## src/rtl/dlyt_evt_chan.sv

```systemverilog
module dlyt_evt_chan #(
   parameter int unsigned DELAY = 6
) (
   input  logic             clk,
   input  logic             rst,
   input  logic             trig,
   output logic [DELAY-1:0] evt
);
   // shift toward slot zero, new token enters the top after the shift
   always_ff @(posedge clk) begin
      if (rst) evt <= '0;
      else     evt <= {trig, evt[DELAY-1:1]};
   end
endmodule

```

## src/rtl/dlyt_stage_lane.sv

```systemverilog
module dlyt_stage_lane #(
   parameter int unsigned DELAY  = 6,
   parameter int unsigned DATA_W = 16
) (
   input  logic              clk,
   input  logic              rst,
   input  logic              trig,
   input  logic [DATA_W-1:0] din,
   input  logic [DELAY-1:1]  evt,
   output logic              commit_en,
   output logic [DATA_W-1:0] commit_val
);
   logic [DATA_W-1:0] stg [DELAY-1:1];

   // top hop: capture together with the token insertion
   always_ff @(posedge clk) begin
      if (rst)       stg[DELAY-1] <= '0;
      else if (trig) stg[DELAY-1] <= din;
   end

   // lower hops: move only when the token sits one slot above
   for (genvar k = 1; k < DELAY - 1; k++) begin : g_hop
      always_ff @(posedge clk) begin
         if (rst)           stg[k] <= '0;
         else if (evt[k+1]) stg[k] <= stg[k+1];
      end
   end

   assign commit_en  = evt[1];
   assign commit_val = stg[1];
endmodule

```

## src/rtl/dlyt_commit_merge.sv

```systemverilog
module dlyt_commit_merge #(
   parameter int unsigned NUM_CH = 3,
   parameter int unsigned DATA_W = 16
) (
   input  logic                     clk,
   input  logic                     rst,
   input  logic [NUM_CH-1:0]        en,
   input  logic [NUM_CH*DATA_W-1:0] vals,
   output logic [DATA_W-1:0]        commit_data,
   output logic                     commit_valid
);
   logic [DATA_W-1:0] pick;
   logic              any;

   // walk from the top so the lowest enabled lane is the last one written
   always_comb begin
      pick = '0;
      any  = 1'b0;
      for (int c = NUM_CH - 1; c >= 0; c--) begin
         if (en[c]) begin
            pick = vals[c*DATA_W +: DATA_W];
            any  = 1'b1;
         end
      end
   end

   always_ff @(posedge clk) begin
      if (rst) begin
         commit_data  <= '0;
         commit_valid <= 1'b0;
      end else begin
         commit_valid <= any;
         if (any) commit_data <= pick;
      end
   end
endmodule

```

## src/rtl/delay_event_tracker.sv

```systemverilog
module delay_event_tracker #(
   parameter int unsigned NUM_CH = 3,
   parameter int unsigned DELAY  = 6,
   parameter int unsigned DATA_W = 16
) (
   input  logic                     clk,
   input  logic                     rst,
   input  logic [NUM_CH-1:0]        trig,
   input  logic [NUM_CH*DATA_W-1:0] trig_data,
   output logic [NUM_CH-1:0]        fire,
   output logic                     branch_taken,
   output logic [DATA_W-1:0]        commit_data,
   output logic                     commit_valid
);
   localparam int unsigned LANE_BITS = NUM_CH * DATA_W;

   if (DELAY < 2) begin : g_bad_delay
      $error("delay_event_tracker: DELAY must be at least 2");
   end
   if (NUM_CH < 1) begin : g_bad_ch
      $error("delay_event_tracker: NUM_CH must be at least 1");
   end
   if (DATA_W < 1) begin : g_bad_w
      $error("delay_event_tracker: DATA_W must be at least 1");
   end

   logic [NUM_CH-1:0]    lane_en;
   logic [LANE_BITS-1:0] lane_val;

   for (genvar c = 0; c < NUM_CH; c++) begin : g_ch
      logic [DELAY-1:0] evt;

      dlyt_evt_chan #(.DELAY(DELAY)) u_evt (
         .clk  (clk),
         .rst  (rst),
         .trig (trig[c]),
         .evt  (evt)
      );

      dlyt_stage_lane #(.DELAY(DELAY), .DATA_W(DATA_W)) u_lane (
         .clk        (clk),
         .rst        (rst),
         .trig       (trig[c]),
         .din        (trig_data[c*DATA_W +: DATA_W]),
         .evt        (evt[DELAY-1:1]),
         .commit_en  (lane_en[c]),
         .commit_val (lane_val[c*DATA_W +: DATA_W])
      );

      assign fire[c] = evt[0];
   end

   assign branch_taken = |fire;

   dlyt_commit_merge #(.NUM_CH(NUM_CH), .DATA_W(DATA_W)) u_merge (
      .clk          (clk),
      .rst          (rst),
      .en           (lane_en),
      .vals         (lane_val),
      .commit_data  (commit_data),
      .commit_valid (commit_valid)
   );
endmodule

```

## config.mk

```make
export PLATFORM = sky130hd
export DESIGN_NAME = delay_event_tracker
export DESIGN_NICKNAME = d
export VERILOG_FILES = /design/src/rtl/dlyt_evt_chan.sv /design/src/rtl/dlyt_stage_lane.sv /design/src/rtl/dlyt_commit_merge.sv /design/src/rtl/delay_event_tracker.sv
export SDC_FILE = /design/constraint.sdc
export NUM_CORES = 1
export LEC_CHECK = 0
export ABC_CLOCK_PERIOD_IN_PS = 2300
export BUFFER_PORTS_ARGS = -buffer_cell sky130_fd_sc_hd__buf_2
export CAP_MARGIN = 40
export CORE_MARGIN = 10
export CORE_UTILIZATION = 55
export DETAILED_ROUTE_END_ITERATION = 12
export PLACE_DENSITY = 0.71
export RECOVER_POWER = 100
export REMOVE_ABC_BUFFERS = 1
export SETUP_SLACK_MARGIN = 0.1
export SYNTH_ARGS = -nofsm -noshare
export SYNTH_HDL_FRONTEND = slang
export SYNTH_SLANG_ARGS = --single-unit
```

## constraint.sdc

```tcl
create_clock -name clk -period 2.3 [get_ports clk]
set_input_delay 0.23 -clock clk [delete_from_list [all_inputs] [get_ports clk]]
set_output_delay 0.23 -clock clk [all_outputs]
set_load 0.01 [all_outputs]
```

After elaboration in Yosys (flattened, before gate mapping)
Memories as Yosys holds them, arrays and structs flattened. Cells that the tools add are included.

Register bits: 35. Memory bits (writable): 240. Bits of input ports: 53. Output and inout port bits: 21. Word-level logic and storage cells: 92. Memories kept: 3.

Memories: g_ch[0].u_lane.stg (words 5, width 16, rd ports 5, clocked after memory_dff 0, write ports 5, line dlyt_stage_lane.sv:13) `logic [DATA_W-1:0] stg [DELAY-1:1];`; g_ch[1].u_lane.stg (words 5, width 16, rd ports 5, clocked after memory_dff 0, write ports 5, line dlyt_stage_lane.sv:13); g_ch[2].u_lane.stg (words 5, width 16, rd ports 5, clocked after memory_dff 0, write ports 5, line dlyt_stage_lane.sv:13).

Muxes and demuxes: 68. Bitwise logic cells: 15. Reductions and logical operators: 1.

Operators with widths (number): $mux 16 (18); $mux 1 (50); $or 1x1->1 (15); $reduce_or 3->1 (1).

Depth between registers and ports, before layout
Depth after elaboration: 4. Mapped depth: 5.

Hierarchy
Synthesis repeated with hierarchy kept, for this count alone.

Cell total of the unflattened synthesis: 723. Area total of the unflattened synthesis: 11612.4 um^2.

By module, submodules not included: dlyt_stage_lane (instances 3, cells an instance 196, area each 3375.7 um^2, seq. area each 2402.3 um^2); dlyt_commit_merge (instances 1, cells an instance 98, area each 1006.0 um^2, seq. area each 340.3 um^2); dlyt_evt_chan (instances 3, cells an instance 12, area each 157.7 um^2, seq. area each 120.1 um^2); delay_event_tracker (instances 1, cells an instance 1, area each 6.3 um^2, seq. area each 0.0 um^2).

Least setup slack after synthesis
OpenSTA, ideal clock, no wires.

Path kind: register -> register. From: register g_ch[2].u_evt.evt[1]. To: register u_merge.commit_data[6]. Arrival time: 1214 ps. Required time: 2183 ps. Slack: 968 ps. Cell stages (with the launch flop): 6. Buffers on the path: 2. Cell sequence: dfxtp_1 > nor2b_4 > buf_6 > buf_6 > a221o_1 > a32o_1.

Longest elaborated chain between the ends: 3. Elaborated cells on any way between the ends: 6. Those cells by class: mux: 6.

Ends and longest elaborated chain: start, declared (line dlyt_evt_chan.sv:7) `output logic [DELAY-1:0] evt`; start signal, assigned (line dlyt_evt_chan.sv:12) `else evt <= {trig, evt[DELAY-1:1]};`; $mux 16 / $mux 1 (equally long branches) (3 in a row) (line dlyt_commit_merge.sv:20) `if (en[c]) begin`; end signal, assigned (line dlyt_commit_merge.sv:33) `if (any) commit_data <= pick;`; end, declared (line dlyt_commit_merge.sv:9) `output logic [DATA_W-1:0] commit_data,`.

Parallel ways exist; a longest one is shown, timed or not. A chain may end at the register's enable or synchronous reset.

Final worst setup path
From: register g_ch[0].u_evt.evt[1]. To: register u_merge.commit_data[8].

Longest elaborated chain between the ends: 1. Elaborated cells on any way between the ends: 2. Those cells by class: mux: 2.

Ends and longest elaborated chain (line): start, declared (dlyt_evt_chan.sv:7); start signal, assigned (dlyt_evt_chan.sv:12); $mux 16 / $mux 1 (equally long branches) (dlyt_commit_merge.sv:20).

Parallel ways exist; a longest one is shown, timed or not.

==> summary.md <==
| Metric | Value |
|---|---|
| CP top delay family | flip-flops |
| DP Worst Slack | approximately 0.53 ns |
| PD cells | 847 mW/mm2 |
| Post-route cell area | 0.0121 mm2 |
| Final worst path period need | 1.78 ns |
| Postcts setup bufs | 0 |
| Avg Cell Area, Syn | 16.2 um2 |
| Final-stage net count | 805 |
| First-pass GRT wire length | 24600 um |
| Largest family of logic cells by synthesized area | simple AND/OR/NAND/NOR gates |
| Distinct cells, synth | 20 |
| Area share of fa/ha/maj cells after synthesis | 0% |
| Starting Density | 56.6% |
| Drt wl/cell | 14.8 um |
| Vias | 4872 |
| Max-cap violations | 0 |
| Max IR drop VDD | roughly 660 uV |
| Sw Pwr | 0.00193 W |
| Die area | ~0.025 mm2 |
| GPL Wtd Cong | 0.864 |
| Max Fclk | 561 MHz |
| Die span in y | approximately 160 um |
| Synthesized area | just over 0.01 mm2 |
| CP Data Arrival Time | between 2 and 2.5 ns |
| Vias per cell | ~4.9 |
| Layout cells sized above 1 | between 10% and 20% |
| Worst min path class | in2reg |
| Die W | 157 um |
| Flop2flop setup slack | between 0.5 and 0.6 ns |
| Grt ovf | 0 |
| Number of port buffers | 73 |
| Max Slew Vio Count | 0 |
| CTS Buffer Depth | 3 |
| Final setup violating endpoints | 0 |
| Final Hold Fails | 0 |
| CTS sink cnt | 275 |
| Layout area overhead | 17.6% |
| Htree depth | 1 |
| Worst Slack Setup Final | 0.518 ns |
| Worst skew pair latency | 0.52 ns |
| # DRC | 0 |
| Overall Global Routing Usage | 12.3% |
| Fraction of power consumed by sequential logic | 55.7% |
| Number of routed nets with antenna violations | 0 |
| Crit path buf inv count | 0 |
| CP endpoint kind | flop |
| Post-synthesis compound-gate area fraction | 3.12% |
| DP HPWL | between 10000 and 15000 um |
| Crit start category | flop |
| RSZ-0062 raised after global routing | no |
| Pre-antenna DRT Iters | 4 |
| Core Region | 0.0181 mm2 |
| Pin count of the biggest net entering global routing | 36 |
| Placed inst area | 0.0108 mm2 |
| Worst path cell trace | nor3_1 > nor2_2 > a32o_1 |
| Switching share of power | 18.8% |
| Io pins | 74 |
| Status | complete, no violations |
| N_diodes | 0 |
| 1st-iter DRT viols | 280 |
| Sequential share of the synthesized area | between 70 and 80% |
| Final period util | 77.5% |
| Lkg Pwr | 4.46 nW |
| Final core occ | about two thirds |
| Setup CP Type | reg2reg |
| Row count | 49 |
| Critical Path RT | between 2 and 3 ns |
| Flops & latches, synth | 275 |
| Actual slew at the worst max-slew pin | between 1 and 1.5 ns |
| Largest fanout on the critical path | 20 |
| Post-Synth XOR/XNOR Area | 0% |
| Setup Skew | 0.00944 ns |
| TritonCTS clock tree | built |
| Internal | 0.00830 W |
| Gate power share | 2.9% |
| Total negative slack | 0 ns |
| Vias in the first global route | 5040 |
| Filler cells | 1228 |
| Routed WL | 14800 um |
| Commonest non-fill, non-tap cell in the layout | edfxtp_1 |
| Reg clk slew, reported paths | approximately 0.060 ns |
| Slowest-stage cell, CP | dfxtp_1 |
| Clock network power share | 41.4% |
| Total CTS buffers | 27 |
| Mux contribution to synthesized area | 0% |
| Clock root buffer | clkbuf_16 |
| Synth Instances | 632 |
| Yosys warning total | 0 |
| Post-Synth Simple-Gate Area | 18.2% |
| Max incr delay on CP | 0.76 ns |
| Initial antenna violation count | 0 |
| Most frequent cells in the layout | edfxtp_1 (240), and2_0 (192), buf_2 (52), and2_1 (48), dlygate4sd3_1 (48) |
| Slew headroom | 30.5% |
[cells by family (layout without fill, tap and decap cells)]
logic type,Yosys count,after routing
simple gates,294,294
flops,275,275
compound gates,32,32
buf+inv,31,171
[power by group through the flow]
stage / Clock (W) / Sequential [W] / Combinational [W]
CTS: 0.00432 / 0.00569 / 0.000311
finish: 0.00423 / 0.00570 / 0.000298
floorplan: 0 / 0.00577 / 0.000157
global placement: 0 / 0.00579 / 0.000232
global route: 0.00452 / 0.00572 / 0.000336
detailed placement: 0 / 0.00580 / 0.000247
[routing by layer]
metal  track usage [%]  up-vias  wire (um)
met5                 0        -          0
met4              5.21        0        539
met3              3.56       41        800
met2              20.5      108       7000
met1              14.6     2246       6460
li1                  -     2477          -
[Yosys cell counts]
master | count | area share (%)
a221o_1 | 16 | 1.6
a32o_1 | 16 | 1.6
and2_1 | 240 | 15
and2b_1 | 7 | 0.51
buf_1 | 1 | 0.037
buf_2 | 13 | 0.63
buf_4 | 6 | 0.44
buf_6 | 2 | 0.22
clkbuf_1 | 8 | 0.29
clkbuf_2 | 1 | 0.049
dfxtp_1 | 35 | 6.8
edfxtp_1 | 240 | 70
nand2b_1 | 16 | 0.97
nor2_2 | 1 | 0.061
nor2b_1 | 11 | 0.67
nor2b_4 | 1 | 0.13
nor3_1 | 1 | 0.049
nor4_4 | 1 | 0.21
or2_2 | 15 | 0.91
or3_1 | 1 | 0.061
[timing repair]
item,in CTS,in global routing
hold buffers,48,0
resized for setup,0,0
hold endpoints to repair,48,0
[worst paths after layout]
check                                      start                                  end  depth (start not counted)
max              g_ch[0].u_evt.evt[1]$_SDFF_PP0_  u_merge.commit_data[8]$_SDFFE_PP0P_                          3
min                                      trig[0]      g_ch[0].u_evt.evt[5]$_SDFF_PP0_                          2
max reg2reg      g_ch[0].u_evt.evt[1]$_SDFF_PP0_  u_merge.commit_data[8]$_SDFFE_PP0P_                          3
min reg2reg  u_merge.commit_data[2]$_SDFFE_PP0P_  u_merge.commit_data[2]$_SDFFE_PP0P_                          1
[worst reg2reg max path, delay by kind of cell (launching register included)]
kind,cells,cell delay [ns]
AND/OR/NAND/NOR,2,0.68
AO/OA/AOI/OAI,1,0.27
flip-flops,1,0.76
[cell type report]
type | instances | area, um2 | area share, %
well taps | 229 | 287 | 2.37
multi-input cells | 326 | 2190 | 18.1
clock buffers | 36 | 719 | 5.96
repair buffers | 122 | 827 | 6.85
flip-flops and latches | 275 | 7910 | 65.5
clock inverters | 13 | 145 | 1.20
[registers in the layout (all words and copies together) (netlist names)]
signal                cells
g_ch.u_lane.stg         240
g_ch.u_evt.evt           18
u_merge.commit_data      16
u_merge.commit_valid      1
[per-stage QoR]
step           power [W]  hold WS, ns  std cells
4_1_cts           0.0103        0.149       1001
3_3_place_gp     0.00602        0.450        904
5_1_grt           0.0106        0.217       1001
2_1_floorplan    0.00592        0.302        601
3_5_place_dp     0.00605        0.457        904
6_report          0.0102        0.188       1001
Power figures use the tool's default switching activity.
